[src/rtl/qdr4_pkg.sv]
package qdr4_pkg;

    localparam int BURST_LEN = 4;

    typedef enum logic [2:0] {
        WR_IDLE,
        WR_LEAD,
        WR_BEAT0,
        WR_BEAT1,
        WR_BEAT2,
        WR_BEAT3
    } wr_state_e;

    typedef enum logic [2:0] {
        RD_IDLE,
        RD_LEAD,
        RD_LOAD,
        RD_BEAT0,
        RD_BEAT1,
        RD_BEAT2,
        RD_BEAT3
    } rd_state_e;

    // offset of burst word 'step' inside an aligned group of four
    function automatic logic [1:0] lane_of(input logic [1:0] start, input logic [1:0] step);
        return start + step;
    endfunction

endpackage

[src/rtl/qdr4_req_gate.sv]
// Accepts a request on a K edge unless the previous K edge accepted one.
module qdr4_req_gate (
    input  logic clk,
    input  logic rst_n,
    input  logic k_phase,
    input  logic sel_n,
    output logic accept
);

    logic blocked;

    assign accept = k_phase & ~sel_n & ~blocked;

    always_ff @(posedge clk or negedge rst_n) begin
        if (!rst_n) begin
            blocked <= 1'b0;
        end else if (k_phase) begin
            blocked <= accept;
        end
    end

endmodule

[src/rtl/qdr4_array.sv]
// Storage: byte-masked single-word write port, whole-group read port.
module qdr4_array #(
    parameter  int ADDR_W = 6,
    parameter  int DATA_W = 16,
    parameter  int BYTE_W = 8,
    localparam int NBYTE  = DATA_W / BYTE_W,
    localparam int ROW_W  = ADDR_W - 2,
    localparam int DEPTH  = 1 << ADDR_W
) (
    input  logic                   clk,
    input  logic                   we,
    input  logic [ADDR_W-1:0]      waddr,
    input  logic [DATA_W-1:0]      wdata,
    input  logic [NBYTE-1:0]       wbe_n,
    input  logic [ROW_W-1:0]       rrow,
    output logic [3:0][DATA_W-1:0] row_q
);

    logic [DATA_W-1:0] mem [DEPTH];

    always_ff @(posedge clk) begin
        if (we) begin
            for (int b = 0; b < NBYTE; b++) begin
                if (!wbe_n[b]) begin
                    mem[waddr][b*BYTE_W +: BYTE_W] <= wdata[b*BYTE_W +: BYTE_W];
                end
            end
        end
    end

    for (genvar l = 0; l < 4; l++) begin : g_lane
        assign row_q[l] = mem[{rrow, 2'(l)}];
    end

endmodule

[src/rtl/qdr4_wr_ctl.sv]
// Write burst sequencer: one lead half-cycle, then four data beats.
module qdr4_wr_ctl
    import qdr4_pkg::*;
#(
    parameter int ADDR_W = 6
) (
    input  logic              clk,
    input  logic              rst_n,
    input  logic              accept,
    input  logic [ADDR_W-1:0] addr,
    output logic              beat_we,
    output logic [ADDR_W-1:0] beat_addr
);

    wr_state_e         state, nxt;
    logic [ADDR_W-1:0] base, pend_addr;
    logic              pend;
    logic [1:0]        step;

    always_ff @(posedge clk or negedge rst_n) begin
        if (!rst_n) begin
            state <= WR_IDLE;
        end else begin
            state <= nxt;
        end
    end

    always_comb begin
        nxt = state;
        unique case (state)
            WR_IDLE:  nxt = accept ? WR_LEAD : WR_IDLE;
            WR_LEAD:  nxt = WR_BEAT0;
            WR_BEAT0: nxt = WR_BEAT1;
            WR_BEAT1: nxt = WR_BEAT2;
            WR_BEAT2: nxt = WR_BEAT3;
            WR_BEAT3: nxt = pend ? WR_BEAT0 : WR_IDLE;
            default:  nxt = WR_IDLE;
        endcase
    end

    always_comb begin
        beat_we = 1'b0;
        step    = 2'd0;
        unique case (state)
            WR_BEAT0: begin beat_we = 1'b1; step = 2'd0; end
            WR_BEAT1: begin beat_we = 1'b1; step = 2'd1; end
            WR_BEAT2: begin beat_we = 1'b1; step = 2'd2; end
            WR_BEAT3: begin beat_we = 1'b1; step = 2'd3; end
            default:  begin beat_we = 1'b0; step = 2'd0; end
        endcase
    end

    assign beat_addr = {base[ADDR_W-1:2], lane_of(base[1:0], step)};

    // a request accepted during a burst waits until the last beat
    always_ff @(posedge clk or negedge rst_n) begin
        if (!rst_n) begin
            base      <= '0;
            pend_addr <= '0;
            pend      <= 1'b0;
        end else begin
            if (state == WR_BEAT3 && pend) begin
                base <= pend_addr;
                pend <= 1'b0;
            end
            if (accept && state == WR_IDLE) begin
                base <= addr;
            end else if (accept) begin
                pend      <= 1'b1;
                pend_addr <= addr;
            end
        end
    end

endmodule

[src/rtl/qdr4_rd_ctl.sv]
// Read burst sequencer: snapshot, stage, shift out four words.
module qdr4_rd_ctl
    import qdr4_pkg::*;
#(
    parameter int DATA_W = 16
) (
    input  logic                   clk,
    input  logic                   rst_n,
    input  logic                   accept,
    input  logic [1:0]             start_lane,
    input  logic [3:0][DATA_W-1:0] row_q,
    output logic [DATA_W-1:0]      rdata,
    output logic                   rdata_oe
);

    rd_state_e                state, nxt;
    logic [3:0][DATA_W-1:0]   stg;
    logic [3:0][DATA_W-1:0]   sh;
    logic [1:0]               stg_lane;
    logic                     pend;
    logic                     beat, load;

    always_ff @(posedge clk or negedge rst_n) begin
        if (!rst_n) begin
            state <= RD_IDLE;
        end else begin
            state <= nxt;
        end
    end

    always_comb begin
        nxt = state;
        unique case (state)
            RD_IDLE:  nxt = accept ? RD_LEAD : RD_IDLE;
            RD_LEAD:  nxt = RD_LOAD;
            RD_LOAD:  nxt = RD_BEAT0;
            RD_BEAT0: nxt = RD_BEAT1;
            RD_BEAT1: nxt = RD_BEAT2;
            RD_BEAT2: nxt = RD_BEAT3;
            RD_BEAT3: nxt = pend ? RD_BEAT0 : (accept ? RD_LEAD : RD_IDLE);
            default:  nxt = RD_IDLE;
        endcase
    end

    always_comb begin
        beat = 1'b0;
        load = 1'b0;
        unique case (state)
            RD_LOAD:  load = 1'b1;
            RD_BEAT0: beat = 1'b1;
            RD_BEAT1: beat = 1'b1;
            RD_BEAT2: beat = 1'b1;
            RD_BEAT3: begin beat = 1'b1; load = pend; end
            default:  begin beat = 1'b0; load = 1'b0; end
        endcase
    end

    // outputs
    always_ff @(posedge clk or negedge rst_n) begin
        if (!rst_n) begin
            rdata    <= '0;
            rdata_oe <= 1'b0;
        end else begin
            rdata_oe <= beat;
            if (beat) begin
                rdata <= sh[0];
            end
        end
    end

    always_ff @(posedge clk or negedge rst_n) begin
        if (!rst_n) begin
            pend <= 1'b0;
        end else if (accept && state != RD_IDLE && state != RD_BEAT3) begin
            pend <= 1'b1;
        end else if (state == RD_BEAT3) begin
            pend <= 1'b0;
        end
    end

    // data path: snapshot taken before any same-edge write lands
    always_ff @(posedge clk) begin
        if (accept) begin
            stg      <= row_q;
            stg_lane <= start_lane;
        end
        if (load) begin
            for (int k = 0; k < 4; k++) begin
                sh[k] <= stg[lane_of(stg_lane, 2'(k))];
            end
        end else if (beat) begin
            for (int k = 0; k < 3; k++) begin
                sh[k] <= sh[k+1];
            end
        end
    end

endmodule

[src/rtl/qdr4_sram.sv]
module qdr4_sram #(
    parameter  int ADDR_W = 6,
    parameter  int DATA_W = 16,
    parameter  int BYTE_W = 8,
    localparam int NBYTE  = DATA_W / BYTE_W
) (
    input  logic              clk,
    input  logic              rst_n,
    input  logic              k_phase,
    input  logic              rd_sel_n,
    input  logic              wr_sel_n,
    input  logic [ADDR_W-1:0] addr,
    input  logic [DATA_W-1:0] wdata,
    input  logic [NBYTE-1:0]  bw_n,
    output logic [DATA_W-1:0] rdata,
    output logic              rdata_oe
);

    logic                   rd_acc, wr_acc;
    logic                   beat_we;
    logic [ADDR_W-1:0]      beat_addr;
    logic [3:0][DATA_W-1:0] row_q;

    qdr4_req_gate u_rd_gate (
        .clk     (clk),
        .rst_n   (rst_n),
        .k_phase (k_phase),
        .sel_n   (rd_sel_n),
        .accept  (rd_acc)
    );

    qdr4_req_gate u_wr_gate (
        .clk     (clk),
        .rst_n   (rst_n),
        .k_phase (k_phase),
        .sel_n   (wr_sel_n),
        .accept  (wr_acc)
    );

    qdr4_wr_ctl #(.ADDR_W(ADDR_W)) u_wr_ctl (
        .clk       (clk),
        .rst_n     (rst_n),
        .accept    (wr_acc),
        .addr      (addr),
        .beat_we   (beat_we),
        .beat_addr (beat_addr)
    );

    qdr4_array #(.ADDR_W(ADDR_W), .DATA_W(DATA_W), .BYTE_W(BYTE_W)) u_array (
        .clk   (clk),
        .we    (beat_we),
        .waddr (beat_addr),
        .wdata (wdata),
        .wbe_n (bw_n),
        .rrow  (addr[ADDR_W-1:2]),
        .row_q (row_q)
    );

    qdr4_rd_ctl #(.DATA_W(DATA_W)) u_rd_ctl (
        .clk        (clk),
        .rst_n      (rst_n),
        .accept     (rd_acc),
        .start_lane (addr[1:0]),
        .row_q      (row_q),
        .rdata      (rdata),
        .rdata_oe   (rdata_oe)
    );

endmodule

[config.mk]
export PLATFORM = sky130hd
export DESIGN_NAME = qdr4_sram
export DESIGN_NICKNAME = d
export VERILOG_FILES = /design/src/rtl/qdr4_pkg.sv /design/src/rtl/qdr4_req_gate.sv /design/src/rtl/qdr4_array.sv /design/src/rtl/qdr4_wr_ctl.sv /design/src/rtl/qdr4_rd_ctl.sv /design/src/rtl/qdr4_sram.sv
export SDC_FILE = /design/constraint.sdc
export NUM_CORES = 1
export LEC_CHECK = 0
export CAP_MARGIN = 20
export CORE_UTILIZATION = 50
export DETAILED_ROUTE_END_ITERATION = 8
export GPL_ROUTABILITY_DRIVEN = 0
export PLACE_DENSITY = 0.62
export SYNTH_ARGS = -nofsm -noshare
export SYNTH_HDL_FRONTEND = slang
export SYNTH_SLANG_ARGS = --single-unit
[constraint.sdc]
create_clock -name clk -period 5.3 [get_ports clk]
set_input_delay 0.795 -clock clk [delete_from_list [all_inputs] [get_ports clk]]
set_output_delay 0.795 -clock clk [all_outputs]
set_load 0.01 [all_outputs]
==> run summary <==
Synth
- **most instantiated cells after synthesis** 1154 x edfxtp_1, 320 x mux4_2, 129 x nor3_1
- **cell type contributing the most total cell area after synthesis** edfxtp_1
- **Simple-Gate Fraction of Synth Area** 0.0260
- **synthesized instance count** 2133
- **post-synthesis net count** 2163
- **share of synthesized cell area in full adder, half adder and majority cells** 0.000267
- **sequential-to-total area share from yosys stat** 0.761
- **post-synth cell types** 43
- **leading register cell type out of synthesis** edfxtp_1
- **async set or reset register ratio after synthesis** 0.0327
- **number of enable flip-flop cells after synthesis** 1154
- **dominant combinational cell family by area after synthesis** multiplexers
- **Yosys warning count** 0
- **top-area cell type share of the netlist area** 0.741
- **XOR/XNOR share of the synthesized area** 0.00176
- **fraction of the mapped netlist area in compound gates** 0.0230
- **main area contributors after synthesis** edfxtp_1 74%, mux4_2 15%, dfrtp_1 2.1%
- **most frequently used cell type in the post-synthesis netlist** edfxtp_1
- **average instance area after synthesis** 21.9 um2
- **portion of netlist area occupied by mux cells** 0.172
- **flip-flop and latch count after synthesis** 1193
- **post-synthesis instance area** 46800 um2

Cells and area
- **nets@finish** 2333
- **Layout area overhead** 12.8%
- **share of final-layout standard cells stronger than drive strength 1** 0.292
- **end-of-flow core utilization** 0.572
- **filler-free cell count of the finished design** 3642
- **number of filler instances in the final layout** 6738

Clock network
- **register clock-pin slew on the reported worst setup and hold paths** 0.06 ns
- **count of instances resized after the clock tree is built** 0
- **total number of H-tree levels** 3
- **clock tree from TritonCTS** yes
- **Skew-Pair Late Insertion Delay** 0.68 ns
- **maximum root-to-sink buffer count** 3
- **CTS Hold Buffers Added** 0
- **Num CTS Buffers** 114
- **Root Buffer** clkbuf_16
- **clock sink count** 1193
- **number of buffers added for setup after CTS** 0

STA
- **worst hold margin** 0.277 ns
- **Max Fclk** 244 MHz
- **share of the clock period used by the worst path after layout** 0.773
- **minimum clock period** 4.10 ns
- **final count of hold timing violations** 0
- **worst relative slew slack** 0.244
- **setup repair after global routing missed its margin** no
- **total setup violations reported at the end of the flow** 0
- **final setup skew** 0.0184 ns
- **measured slew at the worst slew-check pin** 1.13 ns
- **Setup Total Neg Slack** 0 ns
- **Slew Viols, Final** 0

Floorplan
- **Initial Util** 0.507
- **site row count** 111
- **ports placed on the boundary** 46
- **DIE HEIGHT** 308 um
- **Die W** 308 um
- **Die Area** 94800 um2
- **CORE AREA** 92200 um2

Placement
- **DP Wirelength** 60800 um
- **Port Buffers** 45
- **# placed instances** 3368

GRT
- **via count of the first global-routing pass** 22000
- **first-pass GRT wire length** 150000 um
- **number of antenna violations at the first check in global routing** 11
- **remaining global-route overflow** 0
- **GR Util All Layers** 0.219
- **largest net degree at the start of global routing** 97

Worst setup path
- **Reg-to-Reg End** u_array.mem[8][11]
- **worst-path fanout max** 33
- **critical path capture point** u_array.mem[8][11]
- **worst reg2reg path startpoint** u_wr_ctl.state[1]
- **number of cells on the worst reg-to-reg path** 7
- **flop-to-flop setup slack** 1.20 ns
- **Data required, critical path** 5.59 ns
- **CP startpoint** u_wr_ctl.state[1]
- **Startpoint Class** flip-flop
- **crit path capture type** flip-flop
- **Worst Path Class, Setup** reg -> reg
- **data arrival time of the critical path** 4.39 ns

Detailed routing
- **via density per instance** 6.13
- **number of design-rule violations left by the first detailed-router iteration** 2384
- **remaining number of nets flagged by the antenna check after routing** 0
- **total wire length** 102000 um
- **first-pass iteration count of the detailed router** 5
- **number of design rule violations left after detail routing** 0
- **WL/cell** 28.0 um
- **vias post-DR** 22300

Worst hold path
- **path type of the worst min-delay path** in -> async

Pwr
- **Power Dens Cells** 428 nW/um2
- **worst voltage drop across the vdd grid** 0.248 mV
- **total power of the final layout** 22600 uW
- **P_leak** 0.0168 uW

Flow run
- **number of maximum-capacitance violations** 0

Outcome
- **status** completed

[metal layers]
layer	global-route usage	up-vias	wire length (um)
met2	0.323	1017	46800
met4	0.0513	0	1630
met3	0.0456	124	8710
met5	0	-	0
met1	0.337	11800	44800
li1	-	9414	-
[area by class of cell]
type	instances	area, um2	share of cell area
tap	1243	1560	0.0295
timing repair buffer	189	1380	0.0261
antenna	2	5.00	0.0000948
multi-input combinational	799	10500	0.199
inverter	6	22.5	0.000427
clock buffer	141	3020	0.0572
sequential	1193	35600	0.675
clock inverter	69	698	0.0132
[logic make-up after synthesis]
kind of cell | after synthesis
AOI/OAI and AO/OA | 146
xor gates and xnor gates | 6
adders and majority gates | 1
buffers and inverters | 141
muxes | 394
and+or+nand+nor | 252
DFF | 1193
[sequential cells by signal, indices dropped and copies added, names as in the netlist]
register / count
u_array.mem: 1024
u_rd_ctl.stg_lane: 2
u_wr_ctl.pend_addr: 6
u_wr_gate.blocked: 1
u_wr_ctl.pend: 1
u_rd_ctl.rdata: 16
u_wr_ctl.state: 3
u_rd_ctl.stg: 64
u_rd_ctl.pend: 1
u_rd_ctl.state: 3
u_rd_ctl.rdata_oe: 1
u_rd_gate.blocked: 1
u_rd_ctl.sh: 64
u_wr_ctl.base: 6
[metrics by stage]
stage | instance area (um2) | setup slack, ns
floorplan | 46800 | 2.28
global placement | 48700 | 1.36
detailed placement | 48700 | 1.14
CTS | 52400 | 1.11
global route | 52800 | 0.963
finish | 52800 | 1.20
[layout by cell type (no fill, tap or decap), drive strengths merged, types with 4 or more instances in the layout]
master,instances
nor2,7
nand3,16
clkbuf,166
edfxtp,1154
inv,9
mux4,320
clkdlybuf4s50,26
nand2b,4
and2,5
dfrtp,39
a22oi,128
nand2,73
clkinvlp,7
o21ai,8
nor2b,6
clkinv,45
mux2i,4
bufinv,14
nor3,130
mux2,70
buf,138
nand4,4
[power breakdown]
| group | leakage, uW | internal [uW] | total [uW] | switching [uW] |
|---|---|---|---|---|
| registers | 0.0109 | 11200 | 11400 | 274 |
| clock network | 0.00181 | 4700 | 8060 | 3360 |
| logic | 0.00410 | 1050 | 3070 | 2020 |
| total | 0.0168 | 16900 | 22600 | 5660 |
[critical path, stage by stage, from the launching register on]
cell and delay (ns):
dfrtp_1 0.53, xor2_2 0.30, and2_1 0.26, ha_1 0.19, xnor2_1 0.60, xnor2_4 0.43
buf_4 0.42, nor3_1 0.94
[worst min path at each step]
stage	to	depth (start not counted)
3_3_place_gp	u_rd_ctl.rdata[8]	1
6_report	u_rd_ctl.pend	1
5_1_grt	u_rd_ctl.state[0]	1
4_1_cts	u_rd_gate.blocked	1
2_1_floorplan	u_rd_ctl.rdata[0]	1
3_5_place_dp	u_rd_ctl.rdata[9]	1
(Power assumes the default switching activity.)
